`src/rtl/uart_rx3_pkg.sv`:
```
package uart_rx3_pkg;

    parameter int unsigned DATA_BITS = 8;

    typedef enum logic [1:0] {
        RX_IDLE  = 2'd0,
        RX_START = 2'd1,
        RX_DATA  = 2'd2,
        RX_STOP  = 2'd3
    } rx_state_e;

    typedef struct packed {
        logic [DATA_BITS-1:0] data;
        logic                 ferr;
        logic                 ovr;
    } rx_ent_t;

endpackage

```
`src/rtl/uart_rx3_sync.sv`:
```
module uart_rx3_sync #(
    parameter int unsigned STAGES = 2
) (
    input  logic clk,
    input  logic rst_n,
    input  logic din,
    output logic dout
);
    logic [STAGES-1:0] sr_d, sr_q;

    always_comb begin
        sr_d = {sr_q[STAGES-2:0], din};
    end

    always_ff @(posedge clk or negedge rst_n) begin
        if (!rst_n) sr_q <= '1;
        else        sr_q <= sr_d;
    end

    assign dout = sr_q[STAGES-1];
endmodule

```
`src/rtl/uart_rx3_deser.sv`:
```
module uart_rx3_deser
    import uart_rx3_pkg::*;
#(
    parameter int unsigned OSR = 16
) (
    input  logic                 clk,
    input  logic                 rst_n,
    input  logic                 rx,
    input  logic                 tick,
    output logic                 start_ok,
    output logic                 done,
    output logic [DATA_BITS-1:0] data,
    output logic                 ferr
);
    localparam int unsigned CW = $clog2(OSR);
    localparam int unsigned BW = $clog2(DATA_BITS);
    localparam logic [CW-1:0] S_LO  = CW'(OSR/2 - 1);
    localparam logic [CW-1:0] S_MID = CW'(OSR/2);
    localparam logic [CW-1:0] S_HI  = CW'(OSR/2 + 1);
    localparam logic [BW-1:0] LAST  = BW'(DATA_BITS - 1);

    typedef struct packed {
        rx_state_e            st;
        logic [CW-1:0]        cnt;
        logic [BW-1:0]        bidx;
        logic [DATA_BITS-1:0] sh;
        logic [1:0]           vote;
        logic                 start_ok;
        logic                 done;
        logic                 ferr;
    } deser_t;

    deser_t s_d, s_q;
    logic [1:0] tally;
    logic       bit_v;

    always_comb begin
        s_d          = s_q;
        s_d.start_ok = 1'b0;
        s_d.done     = 1'b0;
        tally        = s_q.vote + {1'b0, rx};
        bit_v        = tally[1];
        if (tick) begin
            if (s_q.st == RX_IDLE) begin
                if (!rx) begin
                    s_d.st  = RX_START;
                    s_d.cnt = CW'(1);
                end
            end else begin
                s_d.cnt = s_q.cnt + 1'b1;
                if (s_q.cnt == S_LO) begin
                    s_d.vote = {1'b0, rx};
                end else if (s_q.cnt == S_MID) begin
                    s_d.vote = tally;
                end else if (s_q.cnt == S_HI) begin
                    case (s_q.st)
                        RX_START: begin
                            if (!bit_v) begin
                                s_d.st       = RX_DATA;
                                s_d.bidx     = '0;
                                s_d.start_ok = 1'b1;
                            end else begin
                                s_d.st = RX_IDLE;
                            end
                        end
                        RX_DATA: begin
                            s_d.sh = {bit_v, s_q.sh[DATA_BITS-1:1]};
                            if (s_q.bidx == LAST) s_d.st = RX_STOP;
                            else                  s_d.bidx = s_q.bidx + 1'b1;
                        end
                        default: begin
                            s_d.done = 1'b1;
                            s_d.ferr = ~bit_v;
                            s_d.st   = RX_IDLE;
                        end
                    endcase
                end
            end
        end
    end

    always_ff @(posedge clk or negedge rst_n) begin
        if (!rst_n) s_q <= '0;
        else        s_q <= s_d;
    end

    assign start_ok = s_q.start_ok;
    assign done     = s_q.done;
    assign data     = s_q.sh;
    assign ferr     = s_q.ferr;
endmodule

```
`src/rtl/uart_rx3_fifo.sv`:
```
module uart_rx3_fifo
    import uart_rx3_pkg::*;
#(
    parameter int unsigned DEPTH = 3,
    localparam int unsigned CNTW = $clog2(DEPTH + 1)
) (
    input  logic                 clk,
    input  logic                 rst_n,
    input  logic                 start_ok,
    input  logic                 done,
    input  logic [DATA_BITS-1:0] din,
    input  logic                 fe_in,
    input  logic                 pop,
    output rx_ent_t              head,
    output logic                 valid,
    output logic [CNTW-1:0]      cnt,
    output logic                 full,
    output logic                 push
);
    localparam logic [CNTW-1:0] FULLV = CNTW'(DEPTH);

    typedef struct packed {
        rx_ent_t [DEPTH-1:0] ent;
        logic [CNTW-1:0]     cnt;
        logic                drop;
    } fifo_t;

    fifo_t f_d, f_q;
    logic            pop_ok;
    logic            ovr_hit;
    logic [CNTW-1:0] base;

    always_comb begin
        f_d     = f_q;
        pop_ok  = pop && (f_q.cnt != '0);
        ovr_hit = start_ok && (f_q.cnt == FULLV) && !pop;
        base    = f_q.cnt - {{(CNTW-1){1'b0}}, pop_ok};
        push    = done && !f_q.drop && (base < FULLV);

        // removal is applied before any store
        if (pop_ok) begin
            for (int i = 0; i < DEPTH - 1; i++) f_d.ent[i] = f_q.ent[i+1];
            f_d.ent[DEPTH-1] = '0;
        end

        if (ovr_hit) begin
            f_d.ent[DEPTH-1].ovr = 1'b1;
            f_d.drop             = 1'b1;
        end else if (start_ok) begin
            f_d.drop = 1'b0;
        end
        if (done) f_d.drop = 1'b0;

        for (int i = 0; i < DEPTH; i++) begin
            if (push && base == CNTW'(i)) begin
                f_d.ent[i].data = din;
                f_d.ent[i].ferr = fe_in;
                f_d.ent[i].ovr  = 1'b0;
            end
        end
        f_d.cnt = push ? base + 1'b1 : base;
    end

    always_ff @(posedge clk or negedge rst_n) begin
        if (!rst_n) f_q <= '0;
        else        f_q <= f_d;
    end

    assign head  = f_q.ent[0];
    assign valid = (f_q.cnt != '0);
    assign cnt   = f_q.cnt;
    assign full  = (f_q.cnt == FULLV);
endmodule

```
`src/rtl/uart_rx3.sv`:
```
module uart_rx3
    import uart_rx3_pkg::*;
#(
    parameter int unsigned OSR         = 16,
    parameter int unsigned DEPTH       = 3,
    parameter int unsigned SYNC_STAGES = 2,
    localparam int unsigned CNTW = $clog2(DEPTH + 1)
) (
    input  logic                 clk,
    input  logic                 rst_n,
    input  logic                 rxd,
    input  logic                 os_tick,
    input  logic                 rd_pop,
    output logic [DATA_BITS-1:0] rd_data,
    output logic                 rd_valid,
    output logic                 rd_ferr,
    output logic                 rd_ovr
);
    logic                 rx_s;
    logic                 st_ok;
    logic                 fr_done;
    logic [DATA_BITS-1:0] fr_data;
    logic                 fr_ferr;
    rx_ent_t              q_head;
    logic [CNTW-1:0]      q_cnt;
    logic                 q_full;
    logic                 q_push;

    uart_rx3_sync #(.STAGES(SYNC_STAGES)) u_sync (
        .clk  (clk),
        .rst_n(rst_n),
        .din  (rxd),
        .dout (rx_s)
    );

    uart_rx3_deser #(.OSR(OSR)) u_deser (
        .clk     (clk),
        .rst_n   (rst_n),
        .rx      (rx_s),
        .tick    (os_tick),
        .start_ok(st_ok),
        .done    (fr_done),
        .data    (fr_data),
        .ferr    (fr_ferr)
    );

    uart_rx3_fifo #(.DEPTH(DEPTH)) u_fifo (
        .clk     (clk),
        .rst_n   (rst_n),
        .start_ok(st_ok),
        .done    (fr_done),
        .din     (fr_data),
        .fe_in   (fr_ferr),
        .pop     (rd_pop),
        .head    (q_head),
        .valid   (rd_valid),
        .cnt     (q_cnt),
        .full    (q_full),
        .push    (q_push)
    );

    assign rd_data = q_head.data;
    assign rd_ferr = q_head.ferr;
    assign rd_ovr  = q_head.ovr;
endmodule

```
`config.mk`:
```
export PLATFORM = sky130hd
export DESIGN_NAME = uart_rx3
export DESIGN_NICKNAME = d
export VERILOG_FILES = /design/src/rtl/uart_rx3_pkg.sv /design/src/rtl/uart_rx3_sync.sv /design/src/rtl/uart_rx3_deser.sv /design/src/rtl/uart_rx3_fifo.sv /design/src/rtl/uart_rx3.sv
export SDC_FILE = /design/constraint.sdc
export NUM_CORES = 1
export LEC_CHECK = 0
export BUFFER_PORTS_ARGS = -buffer_cell sky130_fd_sc_hd__clkbuf_2
export CAP_MARGIN = 10
export CORE_AREA = 4 4 76 78
export CTS_BUF_LIST = sky130_fd_sc_hd__clkbuf_4 sky130_fd_sc_hd__clkbuf_8 sky130_fd_sc_hd__clkbuf_16
export CTS_CLUSTER_SIZE = 24
export DETAILED_ROUTE_END_ITERATION = 8
export DIE_AREA = 0 0 80 82
export GPL_ROUTABILITY_DRIVEN = 1
export PLACE_DENSITY = 0.76
export SLEW_MARGIN = 20
export SYNTH_ARGS = -nofsm -noshare
export SYNTH_HDL_FRONTEND = slang
export SYNTH_HIERARCHICAL = 1
export SYNTH_SLANG_ARGS = --single-unit
```
`constraint.sdc`:
```
create_clock -name clk -period 3.75 [get_ports clk]
set_input_delay 0.75 -clock clk [delete_from_list [all_inputs] [get_ports clk]]
set_output_delay 0.75 -clock clk [all_outputs]
set_load 0.05 [all_outputs]
```
Word level (Yosys, flattened, before mapping)
Cells that the tools add are included.

operators by class
  $add $sub $neg = 5
  magnitude comparators = 1
  equality and inequality tests = 15
  mux-type cells = 30
  bitwise operators = 5
  reductions and logical operators = 28

operators by type and width
  operator               count
  $mux W10               3
  $mux W30               1
  $mux W3                7
  $mux W2                9
  $reduce_and A6 Y1      3
  $reduce_bool A2 Y1     7
  $mux W6                2
  $eq A4 B4 Y1 const B   2
  $logic_and A1 B1 Y1    8
  $reduce_and A8 Y1      1
  $eq A2 B2 Y1 const B   3
  $mux W1                6
  $ne A2 B2 Y1 const B   3
  $pmux W3 S2            1
  $reduce_bool A3 Y1     2
  $not A1 Y1             5
  $add A4 B1 Y4 const B  1
  $eq A2 B1 Y1 const B   2
  $eq A4 B3 Y1 const B   1
  $logic_not A2 Y1       2
  $ne A2 B1 Y1 const B   2
  $pmux W2 S2            1
  $add A3 B1 Y3 const B  1
  $eq A3 B3 Y1 const B   1
  other kinds (9)        10

storage, ports and cells
  flip-flop bits (word level) = 57
  bits of input ports = 5
  output and inout port bits = 11
  word-level logic and storage cells = 104

Logic depth before layout (Yosys ltp)
Gate-level depths: netlist of run 1.

  depth after elaboration = 8
  depth in mapped cells = 12
  gate-level depth less buffers = 9

Hierarchy
Netlist of run 1, hierarchy kept.

modules (own cells, without submodules)
  module          instances  cells an instance  area an instance (µm²)  seq. area each (µm²)
  uart_rx3_fifo   1          155                1684.1                  825.8
  uart_rx3_deser  1          108                1204.9                  550.5
  uart_rx3_sync   1          2                  52.6                    52.6

Least setup slack after synthesis of run 1
No wires, ideal clock.

  path kind = input to register
  from = input port rd_pop
  to = register u_fifo.f_q, in the netlist u_fifo/head[3]
  library setup time = 125 ps
  arrival time = 2743 ps
  data required time = 3625 ps
  setup slack = 882 ps
  stages on the path = 10
  path buffers = 1
  cells stage by stage = o21ai_4 -> buf_6 -> inv_2 -> ha_1 -> xnor2_1 -> inv_1 -> ha_1 -> nor4bb_1 -> nand2_2 -> mux2_4

between the ends
  word-level cells in the longest chain between the ends = 6
  elaborated cells between the ends (all ways) = 8
  those cells by class = add/sub: 1; order compare: 1; mux: 1; reduce/logical: 5

ends and longest elaborated chain
  item                                                   RTL line             text
  start, declared                                        uart_rx3.sv:13       input logic rd_pop,
  $logic_and A1 B1 Y1 (*)                                uart_rx3_fifo.sv:35  pop_ok = pop && (f_q.cnt != '0);
  $sub A2 B1 Y2                                          uart_rx3_fifo.sv:37  base = f_q.cnt - {{(CNTW-1){1'b0}}, pop_ok};
  $lt A2 B2 Y1                                           uart_rx3_fifo.sv:38  push = done && !f_q.drop && (base < FULLV);
  $logic_and A1 B1 Y1                                    uart_rx3_fifo.sv:38
  $logic_and A1 B1 Y1                                    uart_rx3_fifo.sv:55  if (push && base == CNTW'(i)) begin
  $mux W10 / $reduce_bool A2 Y1 (equally long branches)  --
  end signal, assigned                                   uart_rx3_fifo.sv:65  if (!rst_n) f_q <= '0;
  end signal, assigned                                   uart_rx3_fifo.sv:66  else f_q <= f_d;
  end, declared                                          uart_rx3_fifo.sv:28  fifo_t f_d, f_q;

Every way passes the cells marked *; elsewhere a longest branch is shown, timed or not.
A chain may end at the register's enable or synchronous reset.

Worst setup path in the final report of run 1
  from = register u_fifo.f_q, in the netlist u_fifo/cnt[0]
  to = register u_fifo.f_q, in the netlist u_fifo/head[4]

between the ends
  word-level cells in the longest chain between the ends = 7
  elaborated cells between the ends (all ways) = 9
  those cells by class = add/sub: 1; order compare: 1; mux: 1; reduce/logical: 6

ends and longest elaborated chain
  item                                                   RTL line
  $reduce_bool A2 Y1                                     uart_rx3_fifo.sv:35
  $logic_and A1 B1 Y1                                    uart_rx3_fifo.sv:35
  $sub A2 B1 Y2                                          uart_rx3_fifo.sv:37
  $lt A2 B2 Y1                                           uart_rx3_fifo.sv:38
  $logic_and A1 B1 Y1                                    uart_rx3_fifo.sv:38
  $logic_and A1 B1 Y1                                    uart_rx3_fifo.sv:55
  $mux W10 / $reduce_bool A2 Y1 (equally long branches)  --

Several ways; a longest one is shown, not always the timed one.

==> results.md, run 1 <==
- Status: finished, final reports clean
- FP Rows: 26
- GRT Util Overall: 17.23%
- Total placed instance area: 2944 um2
- CTS Hold Buffers Added: 0
- Initial Utilization: 57.67%
- H-tree levels: 3
- Largest net degree at the start of global routing: 36
- RSZ-0062 raised after global routing: false
- Sequential cell area: 1429 um2
- GP Congestion: 0.7690
- Startpoint types: flip-flop
- Share of cells above drive strength 1: 27.31%
- Max cap viols: 0
- Clock buffer depth: 2
- Placed cells: 326
- Syn avg cell area: 11.13 um2
- Nets: 285
- Worst min-delay path class: flip-flop to flip-flop
- Initial DRC Count: 113
- Layout fillers: 408
- Tcrit/Tclk final: 73.01%
- Routed WL: 4840 um
- TNS Setup: 0 ns
- Warnings from Yosys: 6
- Post-Synthesis Cells: 263
- Critical Path RT: 3.95 ns
- Cell Count, Final, Fillers Out: 341
- Final slew viol count: 0
- Worst Setup Slack, final: 1.012 ns
- Area Overhead vs Synth: 7.396%
- First-pass DRT Iterations: 4
- DIE WIDTH: 80 um
- Setup Skew: 0.008610 ns
- PortBufs: 15
- CP arrival: 2.94 ns
- R2R depth: 9
- PD cells: 601.8 nW/um2
- Core area: 5075 um2
- Max_slew headroom: 57.25%
- CTS root buffer: clkbuf_8
- First-pass GRT wire length: 8604 um
- I/O pins: 16
- Tmin final: 2.738 ns
- CTS tree: built
- Die ar.: 6560 um2
- Design Area, Final: 3143 um2
- Setup CP Type: flip-flop to flip-flop
- Worst-Margin Slew: 0.6400 ns
- Hold Fails Final Rpt: 0
- Pleak: 1.514 nW
- CTS Sinks: 57
- Netlist Area Pre-Place: 2927 um2
- DR vias: 1,774
- GRT overflow: 0
- Fmax: 365.3 MHz
- DP HPWL: 3334 um
- CTS resizes: 0
- CTS buffer count: 9
- Clk_lat worst skew: 0.32 ns
- Syn nets: 281
- Multi-input logic area: 1277 um2
- DP Worst Slack: 0.7001 ns
- Post-CTS Setup Inserts: 0
- Die Y: 82 um
- Vias in the first global route: 1,875
- ANT cells: 0
- Initial antenna violation count: 0
- Worst hold stages: 0
- Critical path peak fanout: 10
- Drt wl/cell: 14.19 um
- Post-route DRC: 0
- Final setup fails: 0
- Clk slew on worst S/H paths: 0.06 ns
- Fin util: 61.93%
- VDD IR-drop max: 371.6 uV
- Vias per inst: 5.202
- ANT nets after route: 0
- Hold_ws: 0.3557 ns
- CP Capture Type: flip-flop
- Power Total: 1.891 mW
-- path summary, 6_finish.rpt --
kind | to | startpoint | slack (ns)
worst max register to register | u_fifo/head[4] | u_fifo/cnt[0] | 1.01
max in group asynchronous | u_fifo/f_q[31] | rst_n | 2.48
worst max-delay path | u_fifo/head[4] | u_fifo/cnt[0] | 1.01
worst min-delay path | u_sync/sr_q[1] | u_sync/sr_q[0] | 0.36
worst min register to register | u_sync/sr_q[1] | u_sync/sr_q[0] | 0.36
min in group asynchronous | u_fifo/f_q[0] | rst_n | 0.42
-- worst max-delay path: stages, from the launching register on --
cell and delay, ns:
dfrtp_1 0.45, o21ai_4 0.18, inv_2 0.11, ha_1 0.21
xnor2_1 0.36, inv_1 0.12, ha_1 0.26, nor4bb_1 0.33
nand2_2 0.25, mux2_4 0.36
-- power breakdown --
group          total [mW]  switching (mW)  internal [mW]
combinational       0.536           0.314          0.222
clock               0.566           0.221          0.344
sequential          0.790          0.0922          0.697
total                1.89           0.628           1.26
-- layer usage --
| layer | part of all wire [%] | routed length [um] | GRT usage (%) | vias to the layer above |
|---|---|---|---|---|
| met5 | 0 | 0 | 0 | - |
| met4 | 1.3 | 61 | 8.108 | 0 |
| met3 | 2.5 | 121 | 3.618 | 7 |
| met2 | 50 | 2409 | 28.73 | 26 |
| met1 | 46 | 2248 | 21.47 | 852 |
| li1 | - | - | - | 889 |
-- state kept, by name (all words and copies together) (netlist names) --
register	flops
u_sync/sr_q	2
u_fifo/f_q	21
u_deser/ferr	1
u_deser/data	8
u_deser/start_ok	1
u_deser/s_q	11
u_fifo/cnt	2
u_deser/done	1
u_fifo/head	10
-- cell type report --
cell class	instances	share of cell area, %
flip-flops and latches	57	45.46
clock buffers	12	5.056
inverters	12	1.433
clock inverters	3	1.274
repair buffers	19	3.344
multi-input cells	168	40.65
well taps	70	2.787
-- placed cells by master (no fill, tap or decap), types with 2 or more instances in the layout --
master and n:
nor2_1 5, nor4bb_2 2, nand3b_1 3, mux2_2 22, nor3b_1 3, dfstp_2 2, clkinv_2 2, clkbuf_8 11
ha_1 13, mux2_4 5, inv_1 11, dfrtp_1 55, a31oi_1 2, clkbuf_2 15, nor2b_1 2, nand2_1 43
o21ai_0 24, mux2i_1 14, buf_4 4, nand2b_1 2, a21oi_1 8, xnor2_1 3
Power figures use the tool's default switching activity.
==> run 2, diff against run 1 <==
- clock period: 3.75 -> 2.8 ns (I/O delays scaled with it)
==> run 2 against run 1 <==
Total power increased by 35%. Via count up 4.2%. First-iteration DRC count shrank 29%. Critical path depth unchanged. Sequential cell count is the same. Global-route usage grew 0.088 points. Non-clock buffer count increased by 5. Routed wire length is 2.2% higher. Cell area increased by 1.1%. Sequential power up 33%. Critical path type unchanged.
==> results.md, run 2 (synthesis gave the netlist of run 1 again) <==
- Status: finished, final reports clean
- Tmin final: 2.428 ns (-0.3093 ns)
- Initial DRC Count: 80 (-29%)
- Setup CP Type: flip-flop to flip-flop
- RSZ-0062 raised after global routing: false
- GRT Util Overall: 17.32% (+0.088 points)
- Routed WL: 4947 um (+2.2%)
- PortBufs: 15 (unchanged)
- Clock Power Share: 29.4% (-0.5 points)
- Die Y: 82 um (unchanged)
- Setup Skew: 0.006433 ns (-0.002177 ns)
- Worst min-delay path class: input pin to async pin
- Worst-Margin Slew: 0.6089 ns (-0.03115 ns)
- CTS Sinks: 57 (unchanged)
- Crit path from: u_fifo/cnt[0]
- Tcrit/Tclk final: 86.73% (+14 points)
- First-pass DRT Iterations: 4 (unchanged)
- H-tree levels: 3 (unchanged)
- CTS tree: built
- CTS root buffer: clkbuf_8
- Most common cell after layout, fill and taps aside: dfrtp_1
- GR Util met2: 31.04% (+2.3 points)
- Startpoint types: flip-flop
- Clock buffer depth: 2 (unchanged)
- Comb power frac: 29.4% (+1.1 points)
- Pleak: 1.524 nW (+0.70%)
- Critical path peak fanout: 10 (unchanged)
- Share of cells above drive strength 1: 28.88% (+1.6 points)
- FP Rows: 26 (unchanged)
- Largest net degree at the start of global routing: 26 (-28%)
- Vias in the first global route: 1,919 (+2.3%)
- Met3 usage: 5.592% (+2.0 points)
- Final slew viol count: 0 (unchanged)
- Area Overhead vs Synth: 8.551%
- PD cells: 805.1 nW/um2 (+34%)
- Switching Fraction: 34.84% (+1.7 points)
- Initial antenna violation count: 0 (unchanged)
- Max_slew headroom: 59.41% (+2.2 points)
- Cell Count, Final, Fillers Out: 347 (+1.8%)
- Fmax: 411.8 MHz (+13%)
- Top reg by flops: u_fifo/f_q
- CTS Hold Buffers Added: 0 (unchanged)
- Clk slew on worst S/H paths: 0.07 ns (about the same)
- Register-to-register setup slack: 0.37 ns (-0.64 ns)
- Drt wl/cell: 14.26 um (+0.44%)
- Met1 track demand over resource: 19.06% (-2.4 points)
- Worst Setup EP: u_fifo/head[4]
- I/O pins: 16 (unchanged)
- R2r startpoint: u_fifo/cnt[0]
- Critical Path RT: 3.02 ns (-0.93 ns)
- Vias per inst: 5.326 (+2.4%)
- Nets: 290 (+1.8%)
- Clk_lat worst skew: 0.34 ns (+0.02 ns)
- DR vias: 1,848 (+4.2%)
- CTS buffer count: 9 (unchanged)
- CP arrival: 2.65 ns (-0.29 ns)
- Psw: 891.1 uW (+42%)
- Post-route DRC: 0 (unchanged)
- Initial Utilization: 57.67% (unchanged)
- CTS resizes: 0 (unchanged)
- Post-CTS Setup Inserts: 0 (unchanged)
- Placed cells: 331 (+1.5%)
- Max reg flops: 21 (unchanged)
- GP Congestion: 0.8079 (+5.1%)
- Hold Fails Final Rpt: 0 (unchanged)
- DP HPWL: 3555 um (+6.6%)
- ANT cells: 0 (unchanged)
- R2R depth: 9 (unchanged)
- Most Used Layer, Global Route: met2
- Die ar.: 6560 um2 (unchanged)
- ANT nets after route: 0 (unchanged)
- Reg2reg end: u_fifo/head[4]
- VDD IR-drop max: 554.6 uV (+49%)
- CP Capture Type: flip-flop
- Fin util: 62.60% (+0.67 points)
- Final setup fails: 0 (unchanged)
- Most frequent cells in the layout: dfrtp_1 (55), nand2_1 (43), o21ai_0 (24)
- GRT overflow: 0 (unchanged)
- Max cap viols: 0 (unchanged)
- First-pass GRT wire length: 8542 um (-0.72%)
- Pint: 1.667 mW (+32%)
- Power share of the sequential group: 41.2% (-0.6 points)
- TNS Setup: 0 ns (unchanged)
- Core area: 5075 um2 (unchanged)
- DIE WIDTH: 80 um (unchanged)
[run 2: cell count changes in the layout (fill, tap and decap cells not counted), sizes merged]
cell and delta:
buf +5, clkbuf -3, clkinvlp +3, clkinv +1
[run 2: worst min path at each step]
stage / end / depth (start not counted)
6_report: u_fifo/f_q[15] / 1
5_1_grt: u_fifo/f_q[15] / 1
4_1_cts: u_fifo/f_q[15] / 1
3_5_place_dp: u_sync/sr_q[1] / 0
3_3_place_gp: u_sync/sr_q[1] / 0
2_1_floorplan: u_deser/data[0] / 0
[run 2: critical path, stage by stage, from the launching register on]
cell,delay [ns]
dfrtp_1,0.44
o21ai_4,0.19
inv_2,0.05
ha_1,0.18
xnor2_1,0.20
inv_1,0.09
ha_1,0.25
nor4bb_1,0.33
nand2_2,0.25
mux2_4,0.35
[run 2: stage by stage]
stage | cell area, um2 | hold slack (ns) | total power [mW] | setup WS [ns]
after floorplan | 2927 | 0.2644 | 1.626 | 0.09867
after global placement | 2982 | 0.3504 | 1.786 | 0.2839
after detailed placement | 2982 | 0.3498 | 1.829 | 0.2232
after CTS | 3177 | 0.2273 | 2.596 | 0.3396
after global routing | 3177 | 0.2628 | 2.736 | 0.1780
final | 3177 | 0.2216 | 2.558 | 0.3715
[run 2: routing by layer]
| metal | routed length (um) | share of wire [%] |
|---|---|---|
| met5 | 0 | 0 |
| met4 | 89 | 1.8 |
| met3 | 193 | 3.9 |
| met2 | 2565 | 52 |
| met1 | 2098 | 42 |
[run 2: cell type report]
| cell class | count | area, um2 |
|---|---|---|
| clock buffers | 9 | 123.9 |
| clock inverters | 7 | 71.32 |
| fillers | 420 | 1898 |
| inverters | 12 | 45.04 |
| multi-input cells | 168 | 1277 |
| flip-flops and latches | 57 | 1429 |
| well taps | 70 | 87.58 |
| repair buffers | 24 | 142.6 |
[run 2: power groups by stage]
stage                     logic [mW]  registers [mW]  clock network, mW
final                          0.752            1.05              0.753
after global routing           0.848            1.07              0.815
after CTS                      0.764            1.05              0.779
after detailed placement       0.762            1.07                  0
after global placement         0.728            1.06                  0
after floorplan                0.590            1.04                  0
==> run 3, diff against run 2 <==
==> constraint.sdc (replaced) <==
create_clock -name clk -period 2.8 [get_ports clk]
set_input_delay 0.14 -clock clk [delete_from_list [all_inputs] [get_ports clk]]
set_output_delay 0.14 -clock clk [all_outputs]
set_load 0.05 [all_outputs]
==> run 3 against run 2 <==
Die area did not move. Via count fell by 2.5%. Largest cell class unchanged. Count of clock-buffer cells in the layout rose by 4. Critical endpoint unchanged. Global-route usage fell by 0.061 points. Sequential share of layout area fell by 0.35 points.
==> results.md, run 3 (synthesis gave the netlist of run 1 again) <==
- Status: finished, final reports clean
- Worst-Margin Slew: 0.6279 ns (+0.01908 ns)
- Worst-path cell chain: o21ai_4 > inv_2 > ha_1 > xnor2_1 > inv_1 > ha_1 > nor4bb_1 > nand2_2 > mux2_4
- Die Y: 82 um (unchanged)
- Most frequent cells in the layout: dfrtp_1 (55), nand2_1 (43), o21ai_0 (24)
- R2r startpoint: u_fifo/cnt[0]
- WP buf/inv: 2 (unchanged)
- GRT overflow: 0 (unchanged)
- DP Worst Slack: 0.2653 ns (+0.04214 ns)
- Core area: 5075 um2 (unchanged)
- Total placed instance area: 2982 um2 (unchanged)
- Pleak: 1.550 nW (+1.7%)
- R2R depth: 9 (unchanged)
- Hold Fails Final Rpt: 0 (unchanged)
- H-tree levels: 3 (unchanged)
- Reg2reg end: u_fifo/head[4]
- Tmin final: 2.538 ns (+0.1092 ns)
- Max_slew headroom: 58.14% (-1.3 points)
- Worst Setup Slack, final: 0.2623 ns (-0.1092 ns)
- CP arrival: 2.75 ns (+0.10 ns)
- Hold_ws: 0.1658 ns (-0.05583 ns)
- Setup Skew: 0.002658 ns (-0.003774 ns)
- First-pass DRT Iterations: 4 (unchanged)
- Tcrit/Tclk final: 90.63% (+3.9 points)
- PortBufs: 15 (unchanged)
- Max cap viols: 0 (unchanged)
- Max reg flops: 21 (unchanged)
- Vias in the first global route: 1,838 (-4.2%)
- GRT Util Overall: 17.26% (-0.061 points)
- Top reg by flops: u_fifo/f_q
- Most common cell after layout, fill and taps aside: dfrtp_1
- Share of cells above drive strength 1: 28.67% (-0.21 points)
- Crit-path max cell delay: 0.45 ns (about the same)
- CTS buffer count: 9 (unchanged)
- Nets: 292 (+0.69%)
- I/O pins: 16 (unchanged)
- DP HPWL: 3396 um (-4.5%)
- CP max stage cell: dfrtp_1
- VDD IR-drop max: 418.3 uV (-25%)
- Final setup fails: 0 (unchanged)
- FP Rows: 26 (unchanged)
- Register-to-register setup slack: 0.26 ns (-0.11 ns)
- CP most frequent cell: ha_1
- TNS Setup: 0 ns (unchanged)
- CTS tree: built
- Design Area, Final: 3202 um2 (+0.79%)
- Initial antenna violation count: 0 (unchanged)
- Layout fillers: 422 (+0.48%)
- Startpoint types: flip-flop
- Worst Hold End: u_fifo/f_q[0]
- Sequential cell area: 1429 um2 (unchanged)
- Clk slew on worst S/H paths: 0.06 ns (about the same)
- Vias per inst: 5.160 (-3.1%)
- Clk_lat worst skew: 0.33 ns (about the same)
- ANT nets after route: 0 (unchanged)
- Critical path peak fanout: 10 (unchanged)
- Power Total: 2.569 mW (+0.46%)
- GP Congestion: 0.7933 (-1.8%)
- Die ar.: 6560 um2 (unchanged)
- Largest net degree at the start of global routing: 27 (+3.8%)
- PD cells: 802.5 nW/um2 (-0.32%)
- Final slew viol count: 0 (unchanged)
- Post-CTS Setup Inserts: 0 (unchanged)
- Fmax: 394.1 MHz (-4.3%)
- Hold path start: rd_pop
- DR vias: 1,801 (-2.5%)
- ANT cells: 0 (unchanged)
- Initial Utilization: 57.67% (unchanged)
- RSZ-0062 raised after global routing: false
- Multi-input logic area: 1277 um2 (unchanged)
- First-pass GRT wire length: 8514 um (-0.33%)
- Critical Path RT: 3.01 ns (about the same)
- Area Overhead vs Synth: 9.406%
- Post-route DRC: 0 (unchanged)
- CP top delay family: simple AND/OR/NAND/NOR gates
- Setup CP Type: flip-flop to flip-flop
- CTS Sinks: 57 (unchanged)
- CP Capture Type: flip-flop
- Routed WL: 4794 um (-3.1%)
- CTS root buffer: clkbuf_8
- Clock buffer depth: 2 (unchanged)
- Initial DRC Count: 65 (-19%)
- Worst hold stages: 3
- Drt wl/cell: 13.74 um (-3.6%)
- DIE WIDTH: 80 um (unchanged)
- Worst min-delay path class: input pin to flip-flop
## run 3: changes by cell type in the layout (fill, tap and decap cells not counted), sizes merged
cell	previous run	this run
clkbuf	24	28
clkinv	3	2
clkinvlp	3	0
dlygate4sd3	0	2
## run 3: stage by stage
step / std cells / util (%)
after floorplan: 263 / -
after global placement: 331 / 58.75
after detailed placement: 331 / 58.75
after CTS: 349 / 63.09
after global routing: 349 / 63.09
final: 349 / 63.09
## run 3: what timing repair did
item                       CTS  global route
hold endpoints to repair    25             0
hold buffers                 2             0
setup endpoints to repair    0             0
gates resized for setup      0             0
## run 3: report_power, final
| part | internal, mW | switching, mW | total (mW) |
|---|---|---|---|
| Sequential | 0.934 | 0.119 | 1.05 |
| Clock | 0.462 | 0.308 | 0.770 |
| Combinational | 0.322 | 0.425 | 0.747 |
| Total | 1.72 | 0.851 | 2.57 |
## run 3: worst max-delay path by stage
stage                             start        endpoint  slack, ns  depth (start not counted)
after floorplan           u_fifo/cnt[0]  u_fifo/head[3]        0.1                         10
after global placement    u_fifo/cnt[0]  u_fifo/head[3]       0.36                          9
after detailed placement  u_fifo/cnt[0]  u_fifo/head[4]       0.27                          9
after CTS                 u_fifo/cnt[0]  u_fifo/head[4]       0.24                          9
after global routing      u_fifo/cnt[0]  u_fifo/head[3]       0.10                          9
final                     u_fifo/cnt[0]  u_fifo/head[4]       0.26                          9
## run 3: area by class of cell
type                       instances  share of cell area, %
clock buffer                      13                  5.002
tap                               70                  2.735
inverter                          12                  1.407
timing repair buffer              26                  5.080
sequential                        57                  44.63
multi-input combinational        168                  39.90
clock inverter                     3                  1.250
## run 3: worst min-delay path, cell delays in order
cell      delay, ns
clkbuf_2       0.12
nand3b_1       0.12
a21oi_1        0.07
## run 3: layer usage
metal | track usage [%] | up-vias | wire [um] | part of all wire (%)
met3 | 4.934 | 8 | 149 | 3.1
li1 | - | 902 | - | -
met1 | 20.55 | 868 | 2166 | 45
met4 | 8.615 | 0 | 83 | 1.7
met2 | 28.64 | 23 | 2395 | 50
met5 | 0 | - | 0 | 0
